`config.mk`:
```
export PLATFORM = sky130hd
export DESIGN_NAME = flash_cfg_ctrl
export DESIGN_NICKNAME = d
export VERILOG_FILES = /design/src/rtl/flash_cfg_pkg.sv /design/src/rtl/flash_rst_arm.sv /design/src/rtl/flash_cfg_regs.sv /design/src/rtl/flash_cfg_ctrl.sv
export SDC_FILE = /design/constraint.sdc
export NUM_CORES = 1
export LEC_CHECK = 0
export CORE_UTILIZATION = 40
export CTS_BUF_LIST = sky130_fd_sc_hd__clkbuf_4 sky130_fd_sc_hd__clkbuf_8
export CTS_CLUSTER_DIAMETER = 100
export CTS_CLUSTER_SIZE = 40
export DETAILED_ROUTE_END_ITERATION = 10
export SLEW_MARGIN = 20
export SYNTH_ARGS = -nofsm -noshare
export SYNTH_HDL_FRONTEND = slang
export SYNTH_SLANG_ARGS = --single-unit
```
`constraint.sdc`:
```
create_clock -name clk -period 2.45 [get_ports clk]
set_input_delay 0.49 -clock clk [delete_from_list [all_inputs] [get_ports clk]]
set_output_delay 0.49 -clock clk [all_outputs]
set_load 0.01 [all_outputs]
```
`src/rtl/flash_cfg_pkg.sv`:
```
package flash_cfg_pkg;

    localparam int BYTE_W = 8;
    localparam int NV_W   = 16;

    localparam logic [BYTE_W-1:0] OP_WEL_SET   = 8'h06;
    localparam logic [BYTE_W-1:0] OP_WEL_CLR   = 8'h04;
    localparam logic [BYTE_W-1:0] OP_RST_ARM   = 8'h66;
    localparam logic [BYTE_W-1:0] OP_RST_GO    = 8'h99;
    localparam logic [BYTE_W-1:0] OP_NV_RD     = 8'hB5;
    localparam logic [BYTE_W-1:0] OP_NV_WR     = 8'hB1;
    localparam logic [BYTE_W-1:0] OP_V_RD      = 8'h85;
    localparam logic [BYTE_W-1:0] OP_V_WR      = 8'h81;
    localparam logic [BYTE_W-1:0] OP_EV_RD     = 8'h65;
    localparam logic [BYTE_W-1:0] OP_EV_WR     = 8'h61;
    localparam logic [BYTE_W-1:0] OP_ADDR4_ON  = 8'hB7;
    localparam logic [BYTE_W-1:0] OP_ADDR4_OFF = 8'hE9;

    typedef enum logic [1:0] {
        ST_IDLE,
        ST_COLLECT,
        ST_READ,
        ST_DRAIN
    } seq_state_t;

    // Volatile register rebuilt from the persistent one.
    function automatic logic [BYTE_W-1:0] vcfg_from_nv(input logic [NV_W-1:0] nv);
        logic [BYTE_W-1:0] r;
        r      = 8'h03;
        r[3]   = (nv[11:9] != 3'b111);
        r[7:4] = nv[15:12];
        return r;
    endfunction

    // Enhanced-volatile register rebuilt from the persistent one.
    function automatic logic [BYTE_W-1:0] evcfg_from_nv(input logic [NV_W-1:0] nv);
        logic [BYTE_W-1:0] r;
        r    = 8'h1F;
        r[6] = nv[2];
        r[7] = nv[3];
        return r;
    endfunction

endpackage

```
`src/rtl/flash_rst_arm.sv`:
```
module flash_rst_arm
    import flash_cfg_pkg::*;
(
    input  logic              clk,
    input  logic              rst_n,
    input  logic              op_fire,
    input  logic [BYTE_W-1:0] op_code,
    output logic              armed,
    output logic              sw_reset
);

    logic armed_q;

    // Armed only by the arming opcode. Every other opcode drops it,
    // including the reset opcode, which consumes the armed state.
    always_ff @(posedge clk or negedge rst_n) begin
        if (!rst_n)
            armed_q <= 1'b0;
        else if (op_fire)
            armed_q <= (op_code == OP_RST_ARM);
    end

    assign sw_reset = op_fire && (op_code == OP_RST_GO) && armed_q;
    assign armed    = armed_q;

    assert_arm_clear_R6: assert property (@(posedge clk) disable iff (!rst_n)
        (op_fire && op_code != OP_RST_ARM) |=> !armed_q);

endmodule

```
`src/rtl/flash_cfg_regs.sv`:
```
module flash_cfg_regs
    import flash_cfg_pkg::*;
#(
    parameter logic [15:0] NV_DEFAULT = 16'h8FFF,
    parameter int          EXT_W      = 8,
    parameter int          UPPER_SEG  = 3
) (
    input  logic              clk,
    input  logic              rst_n,
    input  logic              sw_reset,
    input  logic              wel_set,
    input  logic              wel_clr,
    input  logic              four_set,
    input  logic              four_clr,
    input  logic              wr_nv,
    input  logic              wr_v,
    input  logic              wr_ev,
    input  logic [NV_W-1:0]   wr_word,
    input  logic [BYTE_W-1:0] wr_byte,
    output logic [NV_W-1:0]   nv,
    output logic [BYTE_W-1:0] vcfg,
    output logic [BYTE_W-1:0] evcfg,
    output logic              wel,
    output logic              four_byte,
    output logic [EXT_W-1:0]  ext_addr
);

    localparam logic [EXT_W-1:0] SEG_UPPER = EXT_W'(UPPER_SEG);

    logic [NV_W-1:0]   nv_q;
    logic [BYTE_W-1:0] v_q, ev_q;
    logic              wel_q, four_q;
    logic [EXT_W-1:0]  ext_q;

    always_ff @(posedge clk or negedge rst_n) begin
        if (!rst_n) begin
            nv_q   <= NV_DEFAULT;
            v_q    <= vcfg_from_nv(NV_DEFAULT);
            ev_q   <= evcfg_from_nv(NV_DEFAULT);
            four_q <= ~NV_DEFAULT[0];
            ext_q  <= NV_DEFAULT[1] ? '0 : SEG_UPPER;
            wel_q  <= 1'b0;
        end else if (sw_reset) begin
            v_q    <= vcfg_from_nv(nv_q);
            ev_q   <= evcfg_from_nv(nv_q);
            four_q <= ~nv_q[0];
            ext_q  <= nv_q[1] ? '0 : SEG_UPPER;
            wel_q  <= 1'b0;
        end else begin
            if (wel_set)  wel_q  <= 1'b1;
            if (wel_clr)  wel_q  <= 1'b0;
            if (four_set) four_q <= 1'b1;
            if (four_clr) four_q <= 1'b0;
            if (wr_nv)    nv_q   <= wr_word;
            if (wr_v)     v_q    <= wr_byte;
            if (wr_ev)    ev_q   <= wr_byte;
        end
    end

    assign nv        = nv_q;
    assign vcfg      = v_q;
    assign evcfg     = ev_q;
    assign wel       = wel_q;
    assign four_byte = four_q;
    assign ext_addr  = ext_q;

    assert_nv_hold_R8: assert property (@(posedge clk) disable iff (!rst_n)
        sw_reset |=> (nv_q == $past(nv_q)));

    assert_rebuild_v_R9: assert property (@(posedge clk) disable iff (!rst_n)
        sw_reset |=> (v_q[1:0] == 2'b11 && v_q[7:4] == $past(nv_q[15:12])));

    assert_rebuild_ev_R10: assert property (@(posedge clk) disable iff (!rst_n)
        sw_reset |=> (ev_q[4:0] == 5'h1F && ev_q[6] == $past(nv_q[2])
                      && ev_q[7] == $past(nv_q[3])));

    assert_rebuild_addr_R11: assert property (@(posedge clk) disable iff (!rst_n)
        sw_reset |=> (four_q == !$past(nv_q[0])));

endmodule

```
`src/rtl/flash_cfg_ctrl.sv`:
```
module flash_cfg_ctrl
    import flash_cfg_pkg::*;
#(
    parameter logic [15:0] NV_DEFAULT = 16'h8FFF,
    parameter int          EXT_W      = 8,
    parameter int          UPPER_SEG  = 3,
    parameter int          CNT_W      = 2
) (
    input  logic              clk,
    input  logic              rst_n,
    input  logic              cs_n,
    input  logic              cmd_valid,
    input  logic [7:0]        cmd_byte,
    input  logic              dat_valid,
    input  logic [7:0]        dat_byte,
    output logic              dout_valid,
    output logic [7:0]        dout,
    output logic              wel,
    output logic              rst_armed,
    output logic              four_byte,
    output logic [EXT_W-1:0]  ext_addr,
    output logic [7:0]        vol_cfg,
    output logic [7:0]        evol_cfg,
    output logic              addr_clr
);

    localparam logic [CNT_W-1:0] CNT_MAX = {CNT_W{1'b1}};

    seq_state_t        state_q, state_d;
    logic [7:0]        op_q;
    logic [CNT_W-1:0]  cnt_q;
    logic [7:0]        lo_q;
    logic              dout_valid_q, addr_clr_q;
    logic [7:0]        dout_q, rd_byte;
    logic [NV_W-1:0]   nv;
    logic              accept_cmd, accept_dat, commit, last_byte;
    logic              cmd_is_wr, cmd_is_rd, sw_reset;
    logic              wr_nv, wr_v, wr_ev;

    assign accept_cmd = (state_q == ST_IDLE) && cmd_valid && !cs_n;
    assign accept_dat = dat_valid && !cs_n;
    assign cmd_is_wr  = (cmd_byte == OP_NV_WR) || (cmd_byte == OP_V_WR) || (cmd_byte == OP_EV_WR);
    assign cmd_is_rd  = (cmd_byte == OP_NV_RD) || (cmd_byte == OP_V_RD) || (cmd_byte == OP_EV_RD);
    assign last_byte  = (op_q == OP_NV_WR) ? (cnt_q == CNT_W'(1)) : (cnt_q == '0);
    assign commit     = (state_q == ST_COLLECT) && accept_dat && last_byte;
    assign wr_nv      = commit && (op_q == OP_NV_WR);
    assign wr_v       = commit && (op_q == OP_V_WR);
    assign wr_ev      = commit && (op_q == OP_EV_WR);

    // Next-state logic
    always_comb begin
        state_d = state_q;
        if (cs_n) begin
            state_d = ST_IDLE;
        end else begin
            unique case (state_q)
                ST_IDLE: begin
                    if (cmd_valid) begin
                        if (cmd_is_wr && wel)
                            state_d = ST_COLLECT;
                        else if (cmd_is_rd)
                            state_d = ST_READ;
                        else
                            state_d = ST_DRAIN;
                    end
                end
                ST_COLLECT: if (commit) state_d = ST_DRAIN;
                ST_READ:    state_d = ST_READ;
                ST_DRAIN:   state_d = ST_DRAIN;
            endcase
        end
    end

    // State register and frame context
    always_ff @(posedge clk or negedge rst_n) begin
        if (!rst_n) begin
            state_q <= ST_IDLE;
            op_q    <= '0;
            cnt_q   <= '0;
            lo_q    <= '0;
        end else begin
            state_q <= state_d;
            if (cs_n) begin
                cnt_q <= '0;
            end else if (accept_cmd) begin
                op_q  <= cmd_byte;
                cnt_q <= '0;
            end else if (accept_dat && (state_q == ST_COLLECT || state_q == ST_READ)) begin
                if (cnt_q != CNT_MAX) cnt_q <= cnt_q + 1'b1;
                if (state_q == ST_COLLECT && cnt_q == '0) lo_q <= dat_byte;
            end
        end
    end

    // Read-back byte selection
    always_comb begin
        rd_byte = '0;
        case (op_q)
            OP_NV_RD: begin
                if (cnt_q == '0)              rd_byte = nv[7:0];
                else if (cnt_q == CNT_W'(1))  rd_byte = nv[15:8];
            end
            OP_V_RD:  if (cnt_q == '0) rd_byte = vol_cfg;
            OP_EV_RD: if (cnt_q == '0) rd_byte = evol_cfg;
            default:  rd_byte = '0;
        endcase
    end

    // Output registers
    always_ff @(posedge clk or negedge rst_n) begin
        if (!rst_n) begin
            dout_valid_q <= 1'b0;
            dout_q       <= '0;
            addr_clr_q   <= 1'b0;
        end else begin
            dout_valid_q <= (state_q == ST_READ) && accept_dat;
            dout_q       <= ((state_q == ST_READ) && accept_dat) ? rd_byte : '0;
            addr_clr_q   <= sw_reset;
        end
    end

    assign dout_valid = dout_valid_q;
    assign dout       = dout_q;
    assign addr_clr   = addr_clr_q;

    flash_rst_arm u_arm (
        .clk      (clk),
        .rst_n    (rst_n),
        .op_fire  (accept_cmd),
        .op_code  (cmd_byte),
        .armed    (rst_armed),
        .sw_reset (sw_reset)
    );

    flash_cfg_regs #(
        .NV_DEFAULT (NV_DEFAULT),
        .EXT_W      (EXT_W),
        .UPPER_SEG  (UPPER_SEG)
    ) u_regs (
        .clk       (clk),
        .rst_n     (rst_n),
        .sw_reset  (sw_reset),
        .wel_set   (accept_cmd && cmd_byte == OP_WEL_SET),
        .wel_clr   (accept_cmd && cmd_byte == OP_WEL_CLR),
        .four_set  (accept_cmd && cmd_byte == OP_ADDR4_ON),
        .four_clr  (accept_cmd && cmd_byte == OP_ADDR4_OFF),
        .wr_nv     (wr_nv),
        .wr_v      (wr_v),
        .wr_ev     (wr_ev),
        .wr_word   ({dat_byte, lo_q}),
        .wr_byte   (dat_byte),
        .nv        (nv),
        .vcfg      (vol_cfg),
        .evcfg     (evol_cfg),
        .wel       (wel),
        .four_byte (four_byte),
        .ext_addr  (ext_addr)
    );

    assert_wel_gate_R3: assert property (@(posedge clk) disable iff (!rst_n)
        (wr_nv || wr_v || wr_ev) |-> wel);

    assert_idle_on_deselect_R4: assert property (@(posedge clk) disable iff (!rst_n)
        cs_n |=> (state_q == ST_IDLE));

    assert_tail_zero_R2: assert property (@(posedge clk) disable iff (!rst_n)
        (dout_valid_q && $past(cnt_q) > CNT_W'(1)) |-> (dout_q == '0));

    assert_clr_state_R8: assert property (@(posedge clk) disable iff (!rst_n)
        addr_clr_q |-> (!wel && !rst_armed));

    assert_clr_single_R8: assert property (@(posedge clk) disable iff (!rst_n)
        addr_clr_q |=> !addr_clr_q);

endmodule

```
Yosys cells after proc, flatten, opt, wreduce, memory -nomap -nowiden
Cells that the tools add are included.
{"block": "totals", "ff_bits": 73, "output_inout_bits": 37}
{"block": "op_classes", "n_addsub": 1, "n_eq_ne": 26, "n_mux": 28, "n_bitwise": 4, "n_reduce_logical": 37}
{"cell": "equality test 8 bit (second input constant)", "count": 11}
{"cell": "two-way mux 8 bit", "count": 9}
{"cell": "equality test 8 x 7 -> 1 bit (second input constant)", "count": 5}
{"cell": "case mux 8 bit (3 select lines)", "count": 1}
{"cell": "logical AND 1 bit", "count": 18}
{"cell": "two-way mux 2 bit", "count": 9}
{"cell": "equality test 8 x 3 -> 1 bit (second input constant)", "count": 2}
{"cell": "nonzero test 3 bit", "count": 4}
{"cell": "inequality test 3 bit (second input constant)", "count": 3}
{"cell": "two-way mux 1 bit", "count": 8}
{"cell": "case mux 2 bit (4 select lines)", "count": 1}
{"cell": "AND reduction 2 bit", "count": 4}
{"cell": "logical OR 1 bit", "count": 5}
{"cell": "equality test 2 x 1 -> 1 bit (second input constant)", "count": 2}
{"cell": "equality test 2 bit (second input constant)", "count": 2}
{"cell": "zero test 2 bit", "count": 2}
{"cell": "inverter 1 bit", "count": 4}
{"cell": "AND reduction 4 bit", "count": 1}
{"cell": "nonzero test 2 bit", "count": 2}
{"cell": "adder 2 x 1 -> 2 bit (second input constant)", "count": 1}
{"cell": "inequality test 2 bit (second input constant)", "count": 1}
{"cell": "zero test 1 bit", "count": 1}

Depth between registers and ports, before layout
{"block": "logic_depth", "depth_word": 8, "mapped_depth": 9, "ltp_nobuf": 7}

Modules after synthesis
A second synthesis with hierarchy kept.
{"block": "unflattened", "cells_unflattened": 295, "area_unflattened_um2": 3388.2}
{"module": "flash_cfg_ctrl", "instances": 1, "cells_per_inst": 174, "area_each_um2": 1735.4, "seq_area_each_um2": 750.7}
{"module": "flash_cfg_regs", "instances": 1, "cells_per_inst": 112, "area_each_um2": 1555.2, "seq_area_each_um2": 904.6}
{"module": "flash_rst_arm", "instances": 1, "cells_per_inst": 9, "area_each_um2": 97.6, "seq_area_each_um2": 25.0}

Worst setup path before layout
OpenSTA, ideal clock, no wires.
{"block": "synth_timing", "path_kind": "register -> register", "startpoint": "reg state_q[0]", "endpoint": "reg u_regs.nv_q[10], in the netlist u_regs.nv[10]", "setup_ps": 82, "t_arrival_ps": 1937, "setup_slack_ps": 430, "stages_incl_launch_ff": 10, "path_buffers": 2, "synth_period_minus_slack_ps": 2020, "path_cell_list": "dfrtp_1 -> inv_1 -> ha_1 -> and3b_1 -> buf_2 -> nand4_4 -> inv_6 -> nor3_4 -> buf_12 -> mux2_4"}
{"block": "synth_between", "elab_chain_cells": 7}
{"element": "from (decl)", "line_no": "flash_cfg_ctrl.sv:29", "rtl": "seq_state_t state_q, state_d;"}
{"element": "from (signal assigned)", "line_no": "flash_cfg_ctrl.sv:82", "rtl": "state_q <= state_d;"}
{"element": "zero test 2 bit", "line_no": "flash_cfg_ctrl.sv:40", "rtl": "assign accept_cmd = (state_q == ST_IDLE) && cmd_valid && !cs_n;"}
{"element": "logical AND 1 bit (2 in a row)", "line_no": "flash_cfg_ctrl.sv:40"}
{"element": "logical AND 1 bit (2 in a row)", "line_no": "flash_rst_arm.sv:23", "rtl": "assign sw_reset = op_fire && (op_code == OP_RST_GO) && armed_q;"}
{"element": "net sw_reset", "line_no": "flash_cfg_ctrl.sv:37", "rtl": "logic cmd_is_wr, cmd_is_rd, sw_reset;"}
{"element": "inverter 1 bit (no source line)"}
{"element": "AND reduction 2 bit (no source line)"}
{"element": "to (signal assigned)", "line_no": "flash_cfg_regs.sv:54", "rtl": "if (wr_nv) nv_q <= wr_word;"}
{"element": "to (decl)", "line_no": "flash_cfg_regs.sv:30", "rtl": "logic [NV_W-1:0] nv_q;"}
The timed path passes the listed nets, and every way through them passes these cells.
A chain may end at the register's enable or synchronous reset.

Worst setup path after layout
{"block": "layout_timing", "startpoint": "reg state_q[0]", "endpoint": "reg u_regs.nv_q[14], in the netlist u_regs.nv[14]"}
The elaborated chain is that of the path after synthesis.

==> impl_metrics.toml <==
[logic_synthesis]
syn_inst = 307
post_synth_most_frequent_cells = "dfrtp_1, dfstp_2, mux2_2, nand3_1, nand2_1"
synth_most_common_cell = "dfrtp_1"
ys_seq_elements = 66
synthFlopType = "dfrtp_1"
synth_area_um2 = 3470
yosysWarnings = 0
async_reset_ff_frac = 1.00
yosysUniqueCellTypes = 56
ys_seq_area_frac = 0.485
synth_area_leaders = "dfrtp_1, dfstp_2, mux2_2"
synth.top_cell.area_share = 0.310
synth_top_area_cell = "dfrtp_1"
synth_edf_count = 0
synth_area_per_cell_um2 = 11.3

[routing]
wl_met2_mm = 3.94
drtPass1Iterations = 4
drcViolationCount = 0
wl_per_cell_um = 18.3
antenna_left = 0
dr.max_layer_used = "met4"
via_per_inst = 5.69
wl_mm = 8.88
drtIter0Drc = 217
dr_wl_met3_um = 490
wl_met1_mm = 4.33
vias = 2759

[sta]
min_period_over_period = 0.798
max_freq_ghz = 0.512
slew-limit-headroom = 0.605
period_needed_ps = 1950
finalHoldViolCount = 0
timing.hold.ws_ps = 115
finalSetupTns_ps = 0
tightest_slew_ps = 586
setup_violations = 0
final_max_slew_viol_count = 0
rsz0062_at_grt = "false"
skew_ps = 7.16

[critical_path]
reg2reg_from = "state_q[0]"
crit_type = "flop to flop"
crit_path_start_kind = "flop"
crit_arrival_ps = 2180
slowest_delay_ps = 400
end_kind = "flop"
critical_path_buf_inv_count = 3
crit_slowest_cell = "dfrtp_1"
r2r_cells = 8
r2r_slack_ps = 500
reg2reg_to = "u_regs.nv[14]"
required_ps = 2680
crit_family = "simple AND/OR/NAND/NOR gates"
crit_chain = "inv_1 > ha_1 > and3b_1 > nand4_4 > inv_6 > nor3_4 > buf_12 > mux2_2"
crit_fanout = 16

[run_status]
outcome = "completed"

[cells_and_area]
fin_nets = 404
num_antenna_cells = 0
drive_above_1_share = 0.276
multi_input_area_um2 = 1640
regArea_um2 = 1680
nFillCells = 754
area_delta_synth_final_pct = 27.6

[power]
cellLeakagePower_nw = 1.85
vdd_drop_max_mv = 0.495
p_per_area_nw_per_um2 = 725

[clock_network]
cts_setup_buffers = 0
cts.sinks = 66
cts_tree = "built"
clk_path_buf_depth = 2
cts_buffers = 9
clkLatencyLatePin_ps = 340
root_buffer = "clkbuf_8"
clkTransAtPathRegs_ps = 70
cts.hold.buffers_added = 0
cts_max_level = 3
cts_resized = 0

[grt]
overflow = 0
grt_first_pass_wirelength_mm = 14.4
grt_pass1_vias = 2696
antenna_found_initial = 0
grt_max_degree = 47
grt_use_total = 0.213

[die]
rows = 33
die_area_um2 = 9040
die_w_um = 95.1
core_um2 = 8300
die_h_um = 95.1
ios = 58
start_util = 0.418

[placement]
hpwlAfterDp_mm = 6.05
port_buffers = 51
gp_congestion = 0.809

[job]
drv_cap = 0

[hold_path]
hp-class = "primary input to asynchronous set/reset pin"
==> metal layers <==
metal	up-vias	GRT usage
met1	1374	0.314
met2	99	0.310
li1	1275	-
met5	-	0
met3	11	0.0431
met4	0	0.0745
==> layout by cell type, fill, tap and decap left out, drive strengths merged, types with 5 or more instances in the layout <==
cell	instances
o21a	5
a21oi	8
clkbuf	11
a31oi	5
a22oi	11
ha	8
o31ai	5
inv	10
nor2	15
buf	22
nand2	18
nand3	21
mux2	33
conb	6
o21ai	12
dfstp	23
clkdlybuf4s50	50
nand4	16
nor2b	5
dfrtp	43
==> worst register-to-register path, stage by stage, from the launching register on <==
cell     delay, ps
dfrtp_1        400
inv_1           90
ha_1           230
and3b_1        230
nand4_4        100
inv_6           40
nor3_4         200
buf_12         200
mux2_2         350
==> worst max-delay path by stage <==
stage          cells past startpoint        start  slack (ps)            end
5_1_grt                            5  cmd_byte[5]         300     state_q[0]
4_1_cts                            7   state_q[1]         470  u_regs.nv[13]
6_report                           8   state_q[0]         500  u_regs.nv[14]
2_1_floorplan                      9   state_q[0]         430  u_regs.nv[10]
3_3_place_gp                       7         cs_n         190  u_regs.nv[14]
3_5_place_dp                       7  cmd_byte[3]         160  u_regs.nv[13]
==> kinds of logic after synthesis <==
| kind of cell | Yosys count | share of synthesized area |
|---|---|---|
| AOI/OAI and AO/OA | 59 | 0.113 |
| xor gates and xnor gates | 1 | 0.00253 |
| adders and majority gates | 8 | 0.0289 |
| buffers and inverters | 30 | 0.0480 |
| DFF | 66 | 0.485 |
| muxes | 37 | 0.130 |
| other | 1 | 0.00108 |
| and+or+nand+nor | 105 | 0.192 |
==> flip-flops by register name, summed over array words and instances, names as in the netlist, 2 cells and up <==
register / flops
u_regs.vcfg: 8
cnt_q: 2
lo_q: 8
state_q: 2
u_regs.evcfg: 8
u_regs.nv: 16
op_q: 8
dout: 8
==> power breakdown <==
part / internal (W) / leakage (nW) / switching [W]
Clock: 0.000697 / 0.120 / 0.000416
Sequential: 0.00123 / 0.813 / 0.000132
Combinational: 0.000325 / 0.919 / 0.000403
==> final cells by class <==
cell class	instances	area share
clock buffer	11	0.0314
clock inverter	5	0.0232
inverter	10	0.00962
multi-input combinational	216	0.370
sequential	66	0.380
tap	105	0.0297
timing repair buffer	72	0.156
==> per-stage QoR <==
step | cell area (um2) | worst slack (ps) | utilization | total power [W] | instances
4_1_cts | 4420 | 466 | 0.533 | 0.00322 | 485
6_report | 4420 | 496 | 0.533 | 0.00321 | 485
5_1_grt | 4420 | 297 | 0.533 | 0.00337 | 485
3_3_place_gp | 4180 | 186 | 0.504 | 0.00210 | 469
2_1_floorplan | 3480 | 430 | - | 0.00182 | 312
3_5_place_dp | 4180 | 163 | 0.504 | 0.00211 | 469
Power figures use the tool's default switching activity.
